===== config.mk =====
export PLATFORM = sky130hd
export DESIGN_NAME = tod_clock_top
export DESIGN_NICKNAME = d
export VERILOG_FILES = /design/src/rtl/tod_pkg.sv /design/src/rtl/tod_edge_det.sv /design/src/rtl/tod_digit_pair.sv /design/src/rtl/tod_mode_ctrl.sv /design/src/rtl/tod_clock_top.sv
export SDC_FILE = /design/constraint.sdc
export NUM_CORES = 1
export LEC_CHECK = 0
export ABC_CLOCK_PERIOD_IN_PS = 3200
export CAP_MARGIN = 20
export CORE_ASPECT_RATIO = 1.4
export CORE_MARGIN = 3
export CORE_UTILIZATION = 45
export DETAILED_ROUTE_END_ITERATION = 8
export PLACE_DENSITY = 0.79
export SYNTH_ARGS = -nofsm -noshare
export SYNTH_HDL_FRONTEND = slang
export SYNTH_SLANG_ARGS = --single-unit

===== constraint.sdc =====
create_clock -name clk -period 3.2 [get_ports clk]
set_input_delay 0.48 -clock clk [delete_from_list [all_inputs] [get_ports clk]]
set_output_delay 0.48 -clock clk [all_outputs]
set_load 0.1 [all_outputs]

===== src/rtl/tod_pkg.sv =====
package tod_pkg;
    localparam int DIGIT_W = 4;

    typedef logic [DIGIT_W-1:0] bcd_t;

    typedef struct packed {
        bcd_t tens;
        bcd_t units;
    } bcd_pair_t;

    typedef enum logic {
        MODE_RUN = 1'b0,
        MODE_SET = 1'b1
    } mode_e;
endpackage


===== src/rtl/tod_edge_det.sv =====
module tod_edge_det (
    input  logic clk,
    input  logic rst,
    input  logic lvl,
    output logic pulse
);
    logic lvl_q;

    always_ff @(posedge clk) begin
        if (rst) lvl_q <= 1'b0;
        else     lvl_q <= lvl;
    end

    assign pulse = lvl & ~lvl_q;


    single_pulse_chk: assert property (@(posedge clk) disable iff (rst)
        pulse |=> !pulse);
endmodule


===== src/rtl/tod_digit_pair.sv =====
module tod_digit_pair
    import tod_pkg::*;
#(
    parameter int UNITS_MOD  = 10,
    parameter int TENS_MOD   = 6,
    parameter int WRAP_UNITS = UNITS_MOD - 1
) (
    input  logic      clk,
    input  logic      rst,
    input  logic      inc,
    output bcd_pair_t val,
    output logic      at_wrap
);
    localparam bcd_t U_MAX  = bcd_t'(UNITS_MOD - 1);
    localparam bcd_t T_MAX  = bcd_t'(TENS_MOD - 1);
    localparam bcd_t U_WRAP = bcd_t'(WRAP_UNITS);

    bcd_pair_t val_q, val_d;

    assign at_wrap = (val_q.tens == T_MAX) && (val_q.units == U_WRAP);

    always_comb begin
        val_d = val_q;
        if (inc) begin
            if (at_wrap) begin
                val_d = '0;
            end else if (val_q.units == U_MAX) begin
                val_d.units = '0;
                val_d.tens  = val_q.tens + bcd_t'(1);
            end else begin
                val_d.units = val_q.units + bcd_t'(1);
            end
        end
    end

    always_ff @(posedge clk) begin
        if (rst) val_q <= '0;
        else     val_q <= val_d;
    end

    assign val = val_q;


    units_range_chk: assert property (@(posedge clk) disable iff (rst)
        val_q.units <= U_MAX);

    tens_range_chk: assert property (@(posedge clk) disable iff (rst)
        val_q.tens <= T_MAX);

    top_units_chk: assert property (@(posedge clk) disable iff (rst)
        (val_q.tens == T_MAX) |-> (val_q.units <= U_WRAP));

    idle_hold_chk: assert property (@(posedge clk) disable iff (rst)
        !inc |=> $stable(val_q));
endmodule


===== src/rtl/tod_mode_ctrl.sv =====
module tod_mode_ctrl
    import tod_pkg::*;
(
    input  logic  clk,
    input  logic  rst,
    input  logic  set_req,
    input  logic  tick,
    input  logic  sec_wrap,
    input  logic  min_wrap,
    input  logic  min_pulse,
    input  logic  hr_pulse,
    output mode_e mode,
    output logic  sec_inc,
    output logic  min_inc,
    output logic  hr_inc
);
    mode_e state_q, state_d;

    always_comb begin
        state_d = state_q;
        unique case (state_q)
            MODE_RUN: if (set_req)  state_d = MODE_SET;
            MODE_SET: if (!set_req) state_d = MODE_RUN;
        endcase
    end

    always_ff @(posedge clk) begin
        if (rst) state_q <= MODE_RUN;
        else     state_q <= state_d;
    end

    always_comb begin
        sec_inc = 1'b0;
        min_inc = 1'b0;
        hr_inc  = 1'b0;
        unique case (state_q)
            MODE_RUN: begin
                sec_inc = tick;
                min_inc = tick & sec_wrap;
                hr_inc  = tick & sec_wrap & min_wrap;
            end
            MODE_SET: begin
                min_inc = min_pulse;
                hr_inc  = hr_pulse;
            end
        endcase
    end

    assign mode = state_q;


    enter_set_chk: assert property (@(posedge clk) disable iff (rst)
        set_req |=> (state_q == MODE_SET));

    leave_set_chk: assert property (@(posedge clk) disable iff (rst)
        !set_req |=> (state_q == MODE_RUN));
endmodule


===== src/rtl/tod_clock_top.sv =====
module tod_clock_top
    import tod_pkg::*;
(
    input  logic       clk,
    input  logic       rst,
    input  logic       tick_1hz,
    input  logic       set_mode,
    input  logic       min_set,
    input  logic       hr_set,
    output logic [3:0] sec_units,
    output logic [3:0] sec_tens,
    output logic [3:0] min_units,
    output logic [3:0] min_tens,
    output logic [3:0] hr_units,
    output logic [3:0] hr_tens
);
    localparam int N_BTN = 2;

    logic [N_BTN-1:0] btn_lvl, btn_pulse;
    assign btn_lvl = {hr_set, min_set};

    for (genvar g = 0; g < N_BTN; g++) begin : g_btn
        tod_edge_det u_edge (
            .clk  (clk),
            .rst  (rst),
            .lvl  (btn_lvl[g]),
            .pulse(btn_pulse[g])
        );
    end

    mode_e     mode;
    logic      sec_inc, min_inc, hr_inc;
    logic      sec_wrap, min_wrap, hr_wrap;
    bcd_pair_t sec_v, min_v, hr_v;

    tod_mode_ctrl u_mode (
        .clk      (clk),
        .rst      (rst),
        .set_req  (set_mode),
        .tick     (tick_1hz),
        .sec_wrap (sec_wrap),
        .min_wrap (min_wrap),
        .min_pulse(btn_pulse[0]),
        .hr_pulse (btn_pulse[1]),
        .mode     (mode),
        .sec_inc  (sec_inc),
        .min_inc  (min_inc),
        .hr_inc   (hr_inc)
    );

    tod_digit_pair #(.UNITS_MOD(10), .TENS_MOD(6), .WRAP_UNITS(9)) u_sec (
        .clk(clk), .rst(rst), .inc(sec_inc), .val(sec_v), .at_wrap(sec_wrap)
    );

    tod_digit_pair #(.UNITS_MOD(10), .TENS_MOD(6), .WRAP_UNITS(9)) u_min (
        .clk(clk), .rst(rst), .inc(min_inc), .val(min_v), .at_wrap(min_wrap)
    );

    tod_digit_pair #(.UNITS_MOD(10), .TENS_MOD(3), .WRAP_UNITS(3)) u_hr (
        .clk(clk), .rst(rst), .inc(hr_inc), .val(hr_v), .at_wrap(hr_wrap)
    );

    assign sec_units = sec_v.units;
    assign sec_tens  = sec_v.tens;
    assign min_units = min_v.units;
    assign min_tens  = min_v.tens;
    assign hr_units  = hr_v.units;
    assign hr_tens   = hr_v.tens;


    full_roll_chk: assert property (@(posedge clk) disable iff (rst)
        (mode == MODE_RUN && tick_1hz && sec_wrap && min_wrap && hr_wrap)
        |=> (sec_v == '0 && min_v == '0 && hr_v == '0));

    set_sec_hold_chk: assert property (@(posedge clk) disable iff (rst)
        (mode == MODE_SET) |=> $stable(sec_v));

    set_hr_isolate_chk: assert property (@(posedge clk) disable iff (rst)
        (mode == MODE_SET && !btn_pulse[1]) |=> $stable(hr_v));

    run_idle_chk: assert property (@(posedge clk) disable iff (rst)
        (mode == MODE_RUN && !tick_1hz) |=> $stable({hr_v, min_v, sec_v}));
endmodule


==> results of run 1 <==
worst max-delay path: stages (launching register included):
cell and delay [ns]:
sky130_fd_sc_hd__dfxtp_1 0.44, sky130_fd_sc_hd__ha_1 0.22, sky130_fd_sc_hd__nor4bb_1 0.37, sky130_fd_sc_hd__nand4b_1 0.37, sky130_fd_sc_hd__a21oi_1 0.25, sky130_fd_sc_hd__mux2_2 0.35
metal layers:
metal	up-vias	routed length [um]
met4	0	51
met5	-	0
li1	646	-
met1	606	1420
met2	21	1620
met3	6	106
final timing paths:
check | slack [ns] | to | depth (start not counted)
worst max-delay path | 1.09 | u_hr.val[7]$_SDFFE_PP0P_ | 5
worst min-delay path | 0.53 | u_min.val[6]$_SDFFE_PP0P_ | 2
worst max register to register | 1.09 | u_hr.val[7]$_SDFFE_PP0P_ | 5
worst min register to register | 0.53 | u_min.val[6]$_SDFFE_PP0P_ | 2
synthesized netlist by cell type, drive strengths merged (2+ instances only):
cell     number  share of area, %
nand3b        5               2.6
xor2          2               1.2
or3           3               1.3
xnor2         2               1.2
a21oi        13               4.5
or4           4               2.1
nor3          3               1.0
nand3         6               2.1
inv          10               2.6
and3b         4               2.4
a2111oi       2               1.2
nand4b        3               2.9
nand2         8               2.1
clkbuf        2              0.52
ha           12                10
buf           4               1.2
nor2          8               2.1
o21ai         5               1.7
a31o          2               1.2
dfxtp        27                38
nor4          3               1.3
nand4         2              0.87
nor2b         5               2.2
o32ai         5               3.6
sequential cells by signal (all words and copies together) (netlist names):
register and flops:
u_mode.mode 1, g_btn.u_edge.lvl_q 2, u_min.val 8, u_hr.val 8
u_sec.val 8
metrics by stage:
stage          hold slack [ns]  setup WS [ns]  instances
2_1_floorplan            0.608          0.641        157
4_1_cts                  0.528           1.11        222
6_report                 0.526           1.09        222
3_3_place_gp             0.502          0.936        218
5_1_grt                  0.564          0.870        222
3_5_place_dp             0.512          0.881        218
power by group through the flow:
| stage | combinational [W] | clock [W] | sequential, W |
|---|---|---|---|
| detailed placement | 0.0000749 | 0 | 0.000358 |
| finish | 0.0000744 | 0.000192 | 0.000350 |
| CTS | 0.0000750 | 0.000196 | 0.000350 |
| floorplan | 0.0000253 | 0 | 0.000387 |
| global route | 0.0000802 | 0.000211 | 0.000352 |
| global placement | 0.0000738 | 0 | 0.000358 |
logic make-up (layout without fill, tap and decap cells):
logic type	count (synthesis)	in the layout
adder cells (fa/ha/maj)	12	12
buffers and inverters	16	44
AND/OR/NAND/NOR	57	57
multiplexers	2	2
flip-flops	27	27
XOR/XNOR	4	4
AO/OA/AOI/OAI	39	39
layout make-up:
class | count | area (um2)
clock inverters | 1 | 5.00
repair buffers | 30 | 238
flip-flops and latches | 27 | 541
multi-input cells | 114 | 836
well taps | 37 | 46.3
inverters | 10 | 37.5
clock buffers | 3 | 41.3
fillers | 259 | 1220
==> results.txt, run 1 <==
----------------------------------------------------
[Clock network]
  PostCTS Resize Cnt ... 0
  Sinks on Clock Net ... 27
  Max Buffers Root-to-Sink ... 2
  Number of buffers inserted for hold repair after clock tree synthesis ... 0
  Worst-skew pair later-pin latency ... 0.27 ns
  Root buffer selected by CTS ... sky130_fd_sc_hd__clkbuf_8
  Number of buffers inserted by post-CTS setup repair ... 0
  Clock-pin slew reported for the worst setup and hold paths after clock tree synthesis ... 0.09 ns
  Num CTS Buffers ... 3
  CTS H-tree lvls ... 1
  TritonCTS clock tree ... done

[Power]
  Switching component of the power ... 0.000165 W
  Leakage power ... 0.697 nW
  Power per Cell Area ... 353 mW/mm2
  Internal power contribution ... 0.000452 W
  Portion of total power attributed to sequential cells ... a little under three fifths
  Proportion of total power due to net switching ... 26.7%
  Worst voltage drop across the vdd grid ... 0.000246 V
  Combinational group share of total power ... 12.1%
  Overall power of the completed layout ... 0.000617 W
  Fraction of power consumed by the clock network ... a little under a third

[Route]
  Residual DRC ... 0
  Overall via count from detail_route ... between 1k and 1.5k
  Initial DRT Pass Iterations ... 4
  Number of DRC markers in iteration 0 ... 21
  DR vias/cell ... 5.76
  Routed wire length ... 3190 um
  Antenna Nets Post-Route ... 0
  Wire per inst ... 14.4 um

[Critical path]
  Critical Path Sink Type ... register
  Required time of the worst setup path ... 3.36 ns
  Nature of the critical path startpoint ... register
  CP arrival ... roughly 2.3 ns
  Launching point of the worst reg2reg path ... u_sec.val[4]$_SDFFE_PP0P_
  Launch point of the worst path ... u_sec.val[4]$_SDFFE_PP0P_
  Max Fanout on Critical Path ... 9
  Start-to-end type of the worst setup path ... reg2reg

[Global routing]
  Via count of the first global-routing pass ... between 1k and 1.5k
  Met2 track demand over resource in global routing ... roughly 30%
  Maximum number of pins on one net before global-route repair ... 20
  Global route hottest layer ... met2
  Leftover overflow at the end of global routing ... 0
  M1 GR Usage ... a little under a quarter
  Global Route met3 Usage ... 2.25%
  All-Layer GR Usage ... 17.6%
  Number of antenna violations at the first check in global routing ... 0
  Wire length of the first global-routing pass ... 5380 um

[Outcome]
  Run status ... completed

[STA]
  Max Slew Vio Count ... 0
  Endpoints failing hold ... 0
  Unrepaired setup endpoints after global routing ... false
  Fmax ... 0.474 GHz
  Final worst path period share ... between 60% and 70%
  Worst slew margin relative to its limit ... 69.7%
  Worst clock skew on the final layout ... 0.00527 ns
  Worst Max-Slew Pin Slew ... 0.451 ns
  Finish-stage setup viols ... 0
  Time the worst path needs with I/O delays and setup ... 2.11 ns
  Total negative setup slack ... 0 ns

[Placement]
  Placement-stage cell area ... 0.00170 mm2
  Number of port buffers ... 29
  Post-DP HPWL ... 2420 um
  Placer's final routability congestion estimate ... 0.872

[Finish]
  Most common cell after layout, fill and taps aside ... sky130_fd_sc_hd__dfxtp_1
  Final core utilization ... between 50% and 60%
  Layout cells sized above 1 ... approximately a fifth
  Commonest non-fill, non-tap cells in the layout ... 27 x sky130_fd_sc_hd__dfxtp_1, 25 x sky130_fd_sc_hd__buf_4, 13 x sky130_fd_sc_hd__a21oi_1, 12 x sky130_fd_sc_hd__ha_1, 10 x sky130_fd_sc_hd__inv_1
  Diode insertion count for antenna repair ... 0
  Final instance area ... 0.00174 mm2
  Area overhead of the layout relative to synthesis ... 21.2%
  Fin nets ... 204

[Die]
  Die extent in x ... 53.8 um
  Die height ... 72.9 um
  Area of the die ... just under 0.004 mm2
  Effective utilization at floorplan ... 48.5%
  Number of placed I/O pins ... 30
  Total number of placement rows ... 23
  Area of the core region ... 0.00296 mm2

[Synthesis]
  Area share of xor/xnor cells in the synthesized design ... 2.43%
  Area of the mapped netlist ... 0.00144 mm2
  Syn_nets ... 175
  Yosys warnings ... 0
  Compound-cell area share of the yosys netlist ... 19.2%
  Synth Area in Adders ... between 10% and 20%
  Sequential fraction of the synthesis area ... a little under two fifths
  Mux contribution to synthesized area ... 1.48%
  Most frequently used flop master after synthesis ... sky130_fd_sc_hd__dfxtp_1
  Distinct cell type count after synthesis ... 44
  Main combinational cell family by area after synthesis ... simple AND/OR/NAND/NOR gates
  Syn avg cell area ... 9.16 um2
  Count of flip-flops with a built-in enable after synthesis ... 0
  Synthesized instance count ... 157
  Number of synthesized register bits ... 27
  Share of synthesized cell area in and, or, nand and nor gates ... 24.5%
  Async set-or-reset flop fraction in the synthesized netlist ... 0%

[Run]
  # Max-Cap Violations ... 0

[Min path]
  Worst hold path type ... reg2reg
  Worst hold start ... u_min.val[6]$_SDFFE_PP0P_

----------------------------------------------------
Power figures use the tool's default switching activity.
==> run 2: changes to the inputs <==
--- a/config.mk
+++ b/config.mk
@@ -5,7 +5,7 @@
 export SDC_FILE = /design/constraint.sdc
 export NUM_CORES = 1
 export LEC_CHECK = 0
-export ABC_CLOCK_PERIOD_IN_PS = 3200
+export ABC_CLOCK_PERIOD_IN_PS = 1970
 export CAP_MARGIN = 20
 export CORE_ASPECT_RATIO = 1.4
 export CORE_MARGIN = 3
==> constraint.sdc (replaced) <==
create_clock -name clk -period 1.97 [get_ports clk]
set_input_delay 0.2955 -clock clk [delete_from_list [all_inputs] [get_ports clk]]
set_output_delay 0.2955 -clock clk [all_outputs]
set_load 0.1 [all_outputs]
==> run 2 against run 1 <==
Global-route usage is 0.47 points higher. Power is 64% higher. Wire length is 4.6% higher. Sequential share of layout area is 0.23 points higher. Combinational power is 75% higher. Via count is 3.3% higher. Clock power is 65% higher. Critical path depth is 1 higher. Die area stayed put. Largest power group unchanged. Largest cell class unchanged.
==> results.txt, run 2 (synthesis gave the netlist of run 1 again) <==
----------------------------------------------------
[Route]
  DR vias/cell ... 5.79 (+0.57%)
  Wire per inst ... 14.6 um (+1.8%)
  Initial DRT Pass Iterations ... 4 (unchanged)
  Overall via count from detail_route ... 1,321 (+3.3%)
  Routed wire length ... 3340 um (+4.6%)
  Residual DRC ... 0 (unchanged)
  Antenna Nets Post-Route ... 0 (unchanged)
  Number of DRC markers in iteration 0 ... 37 (+76%)

[Clock network]
  Sinks on Clock Net ... 27 (unchanged)
  TritonCTS clock tree ... done
  Num CTS Buffers ... 3 (unchanged)
  Number of buffers inserted for hold repair after clock tree synthesis ... 0 (unchanged)
  Root buffer selected by CTS ... sky130_fd_sc_hd__clkbuf_8
  Max Buffers Root-to-Sink ... 2 (unchanged)
  Number of buffers inserted by post-CTS setup repair ... 0 (unchanged)
  PostCTS Resize Cnt ... 0 (unchanged)
  CTS H-tree lvls ... 1 (unchanged)
  Worst-skew pair later-pin latency ... 0.27 ns (about the same)
  Clock-pin slew reported for the worst setup and hold paths after clock tree synthesis ... 0.09 ns (about the same)

[Placement]
  Placer's final routability congestion estimate ... 0.808 (-7.3%)
  Post-DP HPWL ... 2550 um (+5.5%)
  Placement-stage cell area ... 0.00179 mm2 (+5.6%)
  Worst-case setup slack after placement ... -0.0837 ns (-0.965 ns)
  Number of port buffers ... 29 (unchanged)
  Placed Cells incl. Taps ... 224 (+2.8%)

[Finish]
  Commonest non-fill, non-tap cells in the layout ... 31 x sky130_fd_sc_hd__buf_4, 15 x sky130_fd_sc_hd__dfxtp_2, 13 x sky130_fd_sc_hd__a21oi_1, 11 x sky130_fd_sc_hd__ha_1, 10 x sky130_fd_sc_hd__inv_1
  Layout cells sized above 1 ... 33.0% (+14 points)
  Count of non-filler cells in the finished layout ... 228 (+2.7%)
  Final instance area ... 0.00185 mm2 (+6.2%)
  Fin nets ... 210 (+2.9%)
  Diode insertion count for antenna repair ... 0 (unchanged)
  Most common cell after layout, fill and taps aside ... sky130_fd_sc_hd__buf_4
  Area overhead of the layout relative to synthesis ... 28.7%

[Power]
  Worst voltage drop across the vdd grid ... 0.000462 V (+88%)
  Leakage power ... 0.736 nW (+5.5%)
  Power per Cell Area ... 548 mW/mm2 (+55%)

[Min path]
  Worst hold path type ... reg2reg

[Global routing]
  Wire length of the first global-routing pass ... 5400 um (+0.37%)
  Number of antenna violations at the first check in global routing ... 0 (unchanged)
  Leftover overflow at the end of global routing ... 0 (unchanged)
  Via count of the first global-routing pass ... 1,253 (+2.4%)
  Maximum number of pins on one net before global-route repair ... 15 (-25%)
  All-Layer GR Usage ... 18.1% (+0.47 points)

[STA]
  Unrepaired setup endpoints after global routing ... false
  Worst Slack Setup Final ... 0.185 ns (-0.904 ns)
  Fmax ... 0.560 GHz (+18%)
  Finish-stage setup viols ... 0 (unchanged)
  Final worst path period share ... 90.6% (+25 points)
  Endpoints failing hold ... 0 (unchanged)
  Worst Max-Slew Pin Slew ... 0.488 ns (+0.0370 ns)
  Worst clock skew on the final layout ... 0.00541 ns (+0.000148 ns)
  Time the worst path needs with I/O delays and setup ... 1.79 ns (-0.326 ns)
  Worst slew margin relative to its limit ... 67.2% (-2.5 points)
  Max Slew Vio Count ... 0 (unchanged)

[Die]
  Die extent in x ... 53.8 um (unchanged)
  Area of the die ... 0.00392 mm2 (unchanged)
  Total number of placement rows ... 23 (unchanged)
  Area of the core region ... 0.00296 mm2 (unchanged)
  Die height ... 72.9 um (unchanged)
  Effective utilization at floorplan ... 48.5% (unchanged)
  Number of placed I/O pins ... 30 (unchanged)

[Critical path]
  CP arrival ... 1.99 ns (-0.28 ns)
  Series of cell instances along the critical path ... inv_1 -> ha_4 -> nand4b_4 -> o32a_1 -> or4_1 -> a21oi_1
  Slowest stage delay, CP ... 0.43 ns (about the same)
  Cells on worst reg2reg path ... 6 (+1)
  Internal reg-to-reg setup slack ... 0.18 ns (-0.90 ns)
  Worst reg2reg path endpoint ... u_min.val[4]$_SDFFE_PP0P_
  Start-to-end type of the worst setup path ... reg2reg
  Max Fanout on Critical Path ... 8 (-1)
  Launching point of the worst reg2reg path ... u_sec.val[1]$_SDFFE_PP0P_
  Highest-delay cell along the critical path ... sky130_fd_sc_hd__o32a_1
  Launch point of the worst path ... u_sec.val[1]$_SDFFE_PP0P_
  Worst setup path endpoint ... u_min.val[4]$_SDFFE_PP0P_
  Required time of the worst setup path ... 2.17 ns (-1.19 ns)
  Critical Path Sink Type ... register
  Nature of the critical path startpoint ... register

[Run]
  # Max-Cap Violations ... 0 (unchanged)

[Outcome]
  Run status ... completed

----------------------------------------------------
## run 2: changes by cell type in the layout (fill, tap and decap cells not counted), sizes merged
cell and delta:
buf +6, clkbuf +1, clkinv -1
## run 2: per-layer routing
layer	global-route usage (%)	wire (um)	vias to the layer above	part of all wire (%)
li1	-	-	658	-
met3	3.07	92	2	2.8
met1	21.1	1440	643	43
met5	0	0	-	0
met2	30.7	1770	18	53
met4	9.09	31	0	0.93
## run 2: cell type report
class | instances | area (um2)
clock buffer | 4 | 45.0
fill | 260 | 1110
inverter | 10 | 37.5
multi-input combinational | 114 | 862
sequential | 27 | 578
tap | 37 | 46.3
timing repair buffer | 36 | 283
## run 2: worst min-delay path by stage
stage,start,endpoint,slack [ns],cells after the start
finish,u_hr.val[1]$_SDFFE_PP0P_,u_hr.val[1]$_SDFFE_PP0P_,0.50,2
global route,u_min.val[3]$_SDFFE_PP0P_,u_min.val[3]$_SDFFE_PP0P_,0.52,1
CTS,u_hr.val[1]$_SDFFE_PP0P_,u_hr.val[1]$_SDFFE_PP0P_,0.50,2
detailed placement,u_hr.val[1]$_SDFFE_PP0P_,u_hr.val[1]$_SDFFE_PP0P_,0.49,2
global placement,u_min.val[3]$_SDFFE_PP0P_,u_min.val[3]$_SDFFE_PP0P_,0.47,1
floorplan,min_set,g_btn[0].u_edge.lvl_q$_SDFF_PP0_,0.42,1
## run 2: critical path: cells and delay by family, from the launching register on
kind | cells | cell delay [ns]
AO/OA/AOI/OAI | 2 | 0.57
buffers and inverters | 1 | 0.08
adder cells (fa/ha/maj) | 1 | 0.14
flip-flops | 1 | 0.37
AND/OR/NAND/NOR | 2 | 0.56
## run 2: per-stage QoR
| step | setup TNS (ns) | total power (W) | hold WS (ns) | utilization, % |
|---|---|---|---|---|
| 2_1_floorplan | 0 | 0.000671 | 0.424 | - |
| 3_3_place_gp | -0.0530 | 0.000706 | 0.466 | 60.5 |
| 3_5_place_dp | -0.343 | 0.000709 | 0.487 | 60.5 |
| 4_1_cts | 0 | 0.00102 | 0.502 | 62.0 |
| 5_1_grt | 0 | 0.00105 | 0.516 | 62.5 |
| 6_report | 0 | 0.00101 | 0.502 | 62.5 |
## run 2: power breakdown
group | internal, W | switching, W | total (W) | leakage (nW)
clock network | 0.000145 | 0.000172 | 0.000317 | 0.0228
logic | 0.0000427 | 0.0000873 | 0.000130 | 0.483
registers | 0.000553 | 0.0000142 | 0.000567 | 0.230
==> run 3: changes to the inputs <==
--- a/config.mk
+++ b/config.mk
@@ -6,7 +6,6 @@
 export NUM_CORES = 1
 export LEC_CHECK = 0
 export ABC_CLOCK_PERIOD_IN_PS = 1970
-export CAP_MARGIN = 20
 export CORE_ASPECT_RATIO = 1.4
 export CORE_MARGIN = 3
 export CORE_UTILIZATION = 45
==> results of run 3 <==
No change in the layout: final DEF, timing and power equal those of run 2.
